$ cat src/rtl/tagcell_pkg.sv
package tagcell_pkg;

  typedef enum logic [1:0] {
    VIEW_RAW   = 2'd0,
    VIEW_TAG   = 2'd1,
    VIEW_QWAIT = 2'd2,
    VIEW_QPOLL = 2'd3
  } viewT;

  typedef struct packed {
    logic push;
    logic pop;
    logic patch;
    logic flush;
  } dpStrobeT;

  localparam int TAG_EMPTY_BIT = 0;
  localparam int TAG_FULL_BIT  = 1;
  localparam int TAG_SPARE_BIT = 16;
  localparam int TAG_QUEUE_BIT = 17;
  localparam int TAG_COUNT_LSB = 18;
  localparam int TAG_DCODE_LSB = 28;
  localparam int TAG_DCODE_W   = 4;

endpackage

$ cat src/rtl/tagcell_store.sv
module tagcell_store
  import tagcell_pkg::*;
#(
  parameter int DEPTH  = 4,
  parameter int DATA_W = 64,
  localparam int PTR_W = $clog2(DEPTH),
  localparam int CNT_W = PTR_W + 1
) (
  input  logic              clk,
  input  logic              rstN,
  input  dpStrobeT          strobe,
  input  logic [DATA_W-1:0] wData,
  output logic [DATA_W-1:0] headData,
  output logic [CNT_W-1:0]  count
);

  logic [DATA_W-1:0] mem [DEPTH];
  logic [PTR_W-1:0]  rdPtr;
  logic [PTR_W-1:0]  tailIdx;
  logic [PTR_W-1:0]  lastIdx;

  assign tailIdx  = rdPtr + count[PTR_W-1:0];
  assign lastIdx  = tailIdx - PTR_W'(1);
  assign headData = mem[rdPtr];

  for (genvar g = 0; g < DEPTH; g++) begin : gEntry
    logic hit;
    assign hit = (strobe.push  && (tailIdx == PTR_W'(g))) ||
                 (strobe.patch && (lastIdx == PTR_W'(g)));
    always_ff @(posedge clk or negedge rstN) begin
      if (!rstN)    mem[g] <= '0;
      else if (hit) mem[g] <= wData;
    end
  end

  always_ff @(posedge clk or negedge rstN) begin
    if (!rstN) begin
      rdPtr <= '0;
      count <= '0;
    end else begin
      if (strobe.pop) rdPtr <= rdPtr + PTR_W'(1);
      if (strobe.flush)     count <= '0;
      else if (strobe.push) count <= count + CNT_W'(1);
      else if (strobe.pop)  count <= count - CNT_W'(1);
    end
  end

  assert_no_overflow_R5: assert property (@(posedge clk) disable iff (!rstN)
    count <= CNT_W'(DEPTH));
  assert_push_room_R5: assert property (@(posedge clk) disable iff (!rstN)
    strobe.push |-> (count < CNT_W'(DEPTH)));
  assert_pop_data_R4: assert property (@(posedge clk) disable iff (!rstN)
    strobe.pop |-> (count != '0));

endmodule

$ cat src/rtl/tagcell_ctrl.sv
module tagcell_ctrl
  import tagcell_pkg::*;
#(
  parameter int DEPTH  = 4,
  parameter int DATA_W = 64,
  parameter int REQ_N  = 8,
  localparam int PTR_W = $clog2(DEPTH),
  localparam int CNT_W = PTR_W + 1,
  localparam int ID_W  = $clog2(REQ_N)
) (
  input  logic              clk,
  input  logic              rstN,
  input  logic              reqValid,
  input  logic              reqWrite,
  input  viewT              reqView,
  input  logic [ID_W-1:0]   reqId,
  input  logic              tagSpareIn,
  input  logic              tagFullIn,
  input  logic              tagEmptyIn,
  input  logic [CNT_W-1:0]  count,
  input  logic [DATA_W-1:0] headData,
  output dpStrobeT          strobe,
  output logic              rspRetry,
  output logic [DATA_W-1:0] rspData,
  output logic [REQ_N-1:0]  blockedMask,
  output logic [REQ_N-1:0]  wakePulse
);

  logic emptyQ, fullQ, spareQ;
  logic emptyN, fullN, spareN;
  logic isQueue, isWait, isRaw, isTag;
  logic refuse, proceedQ;
  logic [CNT_W-1:0]  cntAfter;
  logic [DATA_W-1:0] tagWord;

  assign isQueue  = reqValid && ((reqView == VIEW_QWAIT) || (reqView == VIEW_QPOLL));
  assign isWait   = reqView == VIEW_QWAIT;
  assign isRaw    = reqValid && (reqView == VIEW_RAW);
  assign isTag    = reqValid && (reqView == VIEW_TAG);
  assign refuse   = isQueue && isWait && (reqWrite ? fullQ : emptyQ);
  assign proceedQ = isQueue && !refuse;
  assign rspRetry = refuse;

  always_comb begin
    strobe       = '0;
    strobe.pop   = proceedQ && !reqWrite && (count != '0);
    strobe.push  = proceedQ && reqWrite && (count < CNT_W'(DEPTH));
    strobe.patch = isRaw && reqWrite && (count != '0);
    strobe.flush = isTag && reqWrite && tagEmptyIn;
  end

  always_comb begin
    cntAfter = count;
    if (strobe.push)     cntAfter = count + CNT_W'(1);
    else if (strobe.pop) cntAfter = count - CNT_W'(1);
  end

  always_comb begin
    tagWord = '0;
    tagWord[TAG_EMPTY_BIT] = emptyQ;
    tagWord[TAG_FULL_BIT]  = fullQ;
    tagWord[TAG_SPARE_BIT] = spareQ;
    tagWord[TAG_QUEUE_BIT] = 1'b1;
    tagWord[TAG_COUNT_LSB +: CNT_W] = count;
    tagWord[TAG_DCODE_LSB +: TAG_DCODE_W] = TAG_DCODE_W'(PTR_W);
  end

  always_comb begin
    rspData = '0;
    if (reqValid && !reqWrite) begin
      if (isRaw)            rspData = headData;
      else if (isTag)       rspData = tagWord;
      else if (strobe.pop)  rspData = headData;
    end
  end

  always_comb begin
    emptyN = emptyQ;
    fullN  = fullQ;
    spareN = spareQ;
    if (isTag && reqWrite) begin
      spareN = tagSpareIn;
      fullN  = tagFullIn;
      emptyN = tagEmptyIn;
    end else if (isQueue && !reqWrite) begin
      fullN = 1'b0;
      if (!refuse && (cntAfter == '0)) emptyN = 1'b1;
    end else if (isQueue && reqWrite) begin
      emptyN = 1'b0;
      if (!refuse && (cntAfter == CNT_W'(DEPTH))) fullN = 1'b1;
    end
  end

  always_ff @(posedge clk or negedge rstN) begin
    if (!rstN) begin
      emptyQ      <= 1'b1;
      fullQ       <= 1'b0;
      spareQ      <= 1'b0;
      blockedMask <= '0;
      wakePulse   <= '0;
    end else begin
      emptyQ <= emptyN;
      fullQ  <= fullN;
      spareQ <= spareN;
      if (refuse) begin
        blockedMask <= blockedMask | (REQ_N'(1) << reqId);
        wakePulse   <= '0;
      end else if (proceedQ) begin
        blockedMask <= '0;
        wakePulse   <= blockedMask;
      end else begin
        wakePulse   <= '0;
      end
    end
  end

  assert_retry_only_wait_R6: assert property (@(posedge clk) disable iff (!rstN)
    rspRetry |-> (reqValid && (reqView == VIEW_QWAIT)));
  assert_retry_holds_count_R6: assert property (@(posedge clk) disable iff (!rstN)
    rspRetry |=> $stable(count));
  assert_retry_marks_id_R6: assert property (@(posedge clk) disable iff (!rstN)
    rspRetry |=> (blockedMask != '0));
  assert_wake_clears_mask_R7: assert property (@(posedge clk) disable iff (!rstN)
    (wakePulse != '0) |-> (blockedMask == '0));
  assert_flush_zeroes_R3: assert property (@(posedge clk) disable iff (!rstN)
    (isTag && reqWrite && tagEmptyIn) |=> (count == '0));
  assert_write_no_data_R11: assert property (@(posedge clk) disable iff (!rstN)
    (reqValid && reqWrite) |-> (rspData == '0));

endmodule

$ cat src/rtl/tagcell_top.sv
module tagcell_top
  import tagcell_pkg::*;
#(
  parameter int DEPTH  = 4,
  parameter int DATA_W = 64,
  parameter int REQ_N  = 8,
  localparam int ID_W  = $clog2(REQ_N),
  localparam int CNT_W = $clog2(DEPTH) + 1
) (
  input  logic              clk,
  input  logic              rstN,
  input  logic              reqValid,
  input  logic              reqWrite,
  input  logic [1:0]        reqView,
  input  logic [ID_W-1:0]   reqId,
  input  logic [DATA_W-1:0] reqWData,
  output logic              rspRetry,
  output logic [DATA_W-1:0] rspData,
  output logic [REQ_N-1:0]  blockedMask,
  output logic [REQ_N-1:0]  wakePulse
);

  dpStrobeT          strobe;
  logic [DATA_W-1:0] headData;
  logic [CNT_W-1:0]  count;

  tagcell_ctrl #(.DEPTH(DEPTH), .DATA_W(DATA_W), .REQ_N(REQ_N)) u_ctrl (
    .clk         (clk),
    .rstN        (rstN),
    .reqValid    (reqValid),
    .reqWrite    (reqWrite),
    .reqView     (viewT'(reqView)),
    .reqId       (reqId),
    .tagSpareIn  (reqWData[TAG_SPARE_BIT]),
    .tagFullIn   (reqWData[TAG_FULL_BIT]),
    .tagEmptyIn  (reqWData[TAG_EMPTY_BIT]),
    .count       (count),
    .headData    (headData),
    .strobe      (strobe),
    .rspRetry    (rspRetry),
    .rspData     (rspData),
    .blockedMask (blockedMask),
    .wakePulse   (wakePulse)
  );

  tagcell_store #(.DEPTH(DEPTH), .DATA_W(DATA_W)) u_store (
    .clk      (clk),
    .rstN     (rstN),
    .strobe   (strobe),
    .wData    (reqWData),
    .headData (headData),
    .count    (count)
  );

endmodule

$ cat config.mk
export PLATFORM = sky130hd
export DESIGN_NAME = tagcell_top
export DESIGN_NICKNAME = d
export VERILOG_FILES = /design/src/rtl/tagcell_pkg.sv /design/src/rtl/tagcell_store.sv /design/src/rtl/tagcell_ctrl.sv /design/src/rtl/tagcell_top.sv
export SDC_FILE = /design/constraint.sdc
export NUM_CORES = 1
export LEC_CHECK = 0
export BUFFER_PORTS_ARGS = -buffer_cell sky130_fd_sc_hd__clkbuf_2
export CELL_PAD_IN_SITES_DETAIL_PLACEMENT = 0
export CELL_PAD_IN_SITES_GLOBAL_PLACEMENT = 1
export CORE_UTILIZATION = 51
export CTS_BUF_LIST = sky130_fd_sc_hd__clkbuf_2 sky130_fd_sc_hd__clkbuf_4 sky130_fd_sc_hd__clkbuf_8
export DETAILED_ROUTE_END_ITERATION = 8
export PLACE_DENSITY = 0.88
export REMOVE_ABC_BUFFERS = 1
export SLEW_MARGIN = 20
export SYNTH_ARGS = -nofsm -noshare
export SYNTH_HDL_FRONTEND = slang
export SYNTH_SLANG_ARGS = --single-unit
export TNS_END_PERCENT = 10
$ cat constraint.sdc
create_clock -name clk -period 2.7 [get_ports clk]
set_input_delay 0.27 -clock clk [delete_from_list [all_inputs] [get_ports clk]]
set_output_delay 0.27 -clock clk [all_outputs]
set_load 0.01 [all_outputs]
==> flow_metrics.env <==
export IMPL_outcome="finished with violations"
export IMPL_violations="setup timing"
export IMPL_drt_first_pass_iters=6
export IMPL_grt_pass1_wl_um=45850
export IMPL_clkPwrFrac=0.222
export IMPL_gp_congestion=0.7925
export IMPL_syn_inst=818
export IMPL_die_width_um=160.5
export IMPL_reg2reg_from="u_store.count[0]$_DFF_PN0_"
export IMPL_combPwrFrac=0.363
export IMPL_dp_cells=1270
export IMPL_r2r_end="u_store.mem[45]$_DFFE_PN0P_"
export IMPL_rsz0062_at_grt="true"
export IMPL_fillers=1808
export IMPL_die_h_um=160.5
export IMPL_initial_core_util=0.5239
export IMPL_grt_pass1_vias=8560
export IMPL_drtAntennaViolNets=0
export IMPL_ctsLongestPathBuffers=3
export IMPL_r2r_setup_slack_ns=0.28
export IMPL_total_power_mw=17.11
export IMPL_cp_max_fo=8
export IMPL_antenna_found_initial=0
export IMPL_worst_setup_path_type="reg -> out"
export IMPL_grt_usage=0.2282
export IMPL_root_buffer="clkbuf_8"
export IMPL_hold_viol=0
export IMPL_slowest_stage="dfrtp_1"
export IMPL_netlist_area_mm2=0.01281
export IMPL_dp_hpwl_um=15890
export IMPL_die_area_mm2=0.02577
export IMPL_insertion_delay_ns=0.54
export IMPL_final_util=0.6479
export IMPL_post_dp_cell_area_mm2=0.01400
export IMPL_worst_endpoint_required_ns=2.43
export IMPL_final_max_slew_viol_count=0
export IMPL_setup_viol=25
export IMPL_crit_arrival_ns=2.51
export IMPL_nets=1135
export IMPL_routed_via_count=7848
export IMPL_p_per_area_mw_per_mm2=1080
export IMPL_io_pins=154
export IMPL_timing_final_crit_share=1.028
export IMPL_critPathLaunchType="flip-flop"
export IMPL_cap_violations=0
export IMPL_worst_pin_slew_ns=0.6461
export IMPL_cp_top_family="buffers and inverters"
export IMPL_swShare=0.2928
export IMPL_routedWlPerCell_um=19.96
export IMPL_p_sw_mw=5.010
export IMPL_syn_to_final_growth_pct=23.69
export IMPL_grt_max_degree=69
export IMPL_yosys_area_top_type="dfrtp_1"
export IMPL_totalWireLength_um=28220
export IMPL_yosysWarnings=0
export IMPL_rows=57
export IMPL_grt_ovfl_total=0
export IMPL_async_reset_ff_frac=1.000
export IMPL_finClkSkew_ns=0.009352
export IMPL_core_area_mm2=0.02446
export IMPL_hp_start="reqWData[3]"
export IMPL_maxSlewHeadroom=0.5653
export IMPL_clock_sinks=280
export IMPL_ir_drop_uv=635.6
export IMPL_drtIter0Drc=426
export IMPL_critPathCaptureType="output pin"
export IMPL_synth_common_cells="dfrtp_1, mux2_2, and2_1"
export IMPL_ys_flop_type="dfrtp_1"
export IMPL_drc=0
export IMPL_cts_buffers=46
export IMPL_final_cells=1414
export IMPL_fin_crit_ns=2.775
export IMPL_synth_most_common_cell="dfrtp_1"
export IMPL_synthTopCellsByArea="dfrtp_1, mux2_2, mux4_2"
export IMPL_via_per_inst=5.550
export IMPL_p_int_mw=12.10
export IMPL_min_to="u_store.mem[3]$_DFFE_PN0P_"
export IMPL_tns_ns=-1.058
export IMPL_syn_avg_cell_area_um2=15.67
export IMPL_drive_above_1_share=0.5450
export IMPL_synth_top_area_frac=0.5448
export IMPL_diodes=0
export IMPL_synth_seq_cells=280
export IMPL_fin_ws_ns=-0.07512
export IMPL_power_frac_seq=0.415
export IMPL_tritoncts="done"
export IMPL_fin_area_mm2=0.01585
export IMPL_synth_edf_count=0
export IMPL_fmax_mhz=360.3
export IMPL_numPortBuffers=153
export IMPL_leakage_nw=7.324
export IMPL_max_stage_delay_ns=0.36
export IMPL_yosysUniqueCellTypes=46
export IMPL_ys_seq_area_frac=0.5469
export IMPL_min_path_cells=2
export IMPL_cts_max_level=2
export IMPL_reg2reg_depth=8
export IMPL_cp_num_buf_inv=5
export IMPL_cp_depth=11
export IMPL_worst_hold_path_type="in -> reg"
export IMPL_path_clk_slew_ns=0.06
export IMPL_crit_path_cell_trace="inv_2 > ha_4 > nor2b_4 > a2111oi_4 > nor2_2 > nor3_4 > buf_6 > buf_12 > buf_16 > and2_1 > buf_2"
-- stage by stage --
stage / hold WS, ns / setup slack [ns]
4_1_cts: 0.002034 / -0.05299
3_3_place_gp: 0.2686 / 0.3557
5_1_grt: 0.001007 / -0.1933
3_5_place_dp: 0.2701 / 0.3109
2_1_floorplan: -0.02559 / -2.698
6_report: 0.02128 / -0.07512
-- cell usage in the layout (no fill, tap or decap), drive strengths merged, types with 4 or more instances in the layout --
cell type	n
dfrtp	279
mux2	257
clkbuf	185
buf	84
and2	66
mux4	64
dlygate4sd3	51
nand2	10
a22o	9
nor2	9
inv	9
a21oi	7
nor3	6
xnor2	5
nand3	4
nand4	4
a32o	4
nor2b	4
ha	4
o21ai	4
-- worst max path at each step --
stage	endpoint	from
after floorplan	u_store.mem[100]$_DFFE_PN0P_	u_store.rdPtr[0]$_DFFE_PN0P_
after global placement	rspData[18]	u_store.count[0]$_DFF_PN0_
after detailed placement	rspData[18]	u_store.count[0]$_DFF_PN0_
after CTS	rspData[11]	u_store.count[1]$_DFF_PN0_
after global routing	rspData[5]	u_store.count[1]$_DFF_PN0_
final	rspData[5]	u_store.count[1]$_DFF_PN0_
-- power groups by stage --
stage | sequential, mW | combinational (mW) | clock [mW]
after floorplan | 7.13 | 4.44 | 0
after global placement | 7.03 | 5.88 | 0
after detailed placement | 7.15 | 6.01 | 0
after CTS | 7.09 | 6.21 | 3.88
after global routing | 7.34 | 6.70 | 4.06
final | 7.10 | 6.21 | 3.79
-- repair_timing --
item,CTS,global route
resized for setup,16,74
pin swaps,4,5
setup endpoints to repair,64,64
endpoints found under the hold margin,213,0
hold buffers,51,0
cloned,5,0
buffers inserted,7,1
-- per-layer routing --
layer,GRT usage,vias to the layer above,routed length (µm)
met4,0.07143,0,671
li1,-,3508,-
met1,0.3096,4100,12540
met3,0.04055,54,1244
met5,0,-,0
met2,0.3760,186,13770
-- registers in the layout, summed over array words and instances (netlist names) --
register,cells
u_ctrl.wakePulse,8
u_store.mem,256
u_store.count,3
u_ctrl.fullQ,1
u_store.rdPtr,2
u_ctrl.emptyQ,1
u_ctrl.blockedMask,8
u_ctrl.spareQ,1
-- area by class of cell --
class,instances,area [µm²],area share
clock buffer,79,943.4,0.05952
clock inverter,1,8.758,0.0005526
inverter,8,30.03,0.001895
multi-input combinational,481,5543,0.3497
sequential,280,7015,0.4426
tap,324,405.4,0.02558
timing repair buffer,241,1904,0.1201
-- cell families (layout without fill, tap and decap cells) --
family                     Yosys count  in the layout  share of synthesized area
xor gates and xnor gates             7              7                   0.006542
and+or+nand+nor                    111            111                    0.05204
DFF                                280            280                     0.5469
adders and majority gates            4              4                   0.003906
buffers and inverters               57            329                    0.02646
muxes                              323            323                     0.3399
AOI/OAI and AO/OA                   36             36                    0.02431
(Power assumes the default switching activity.)
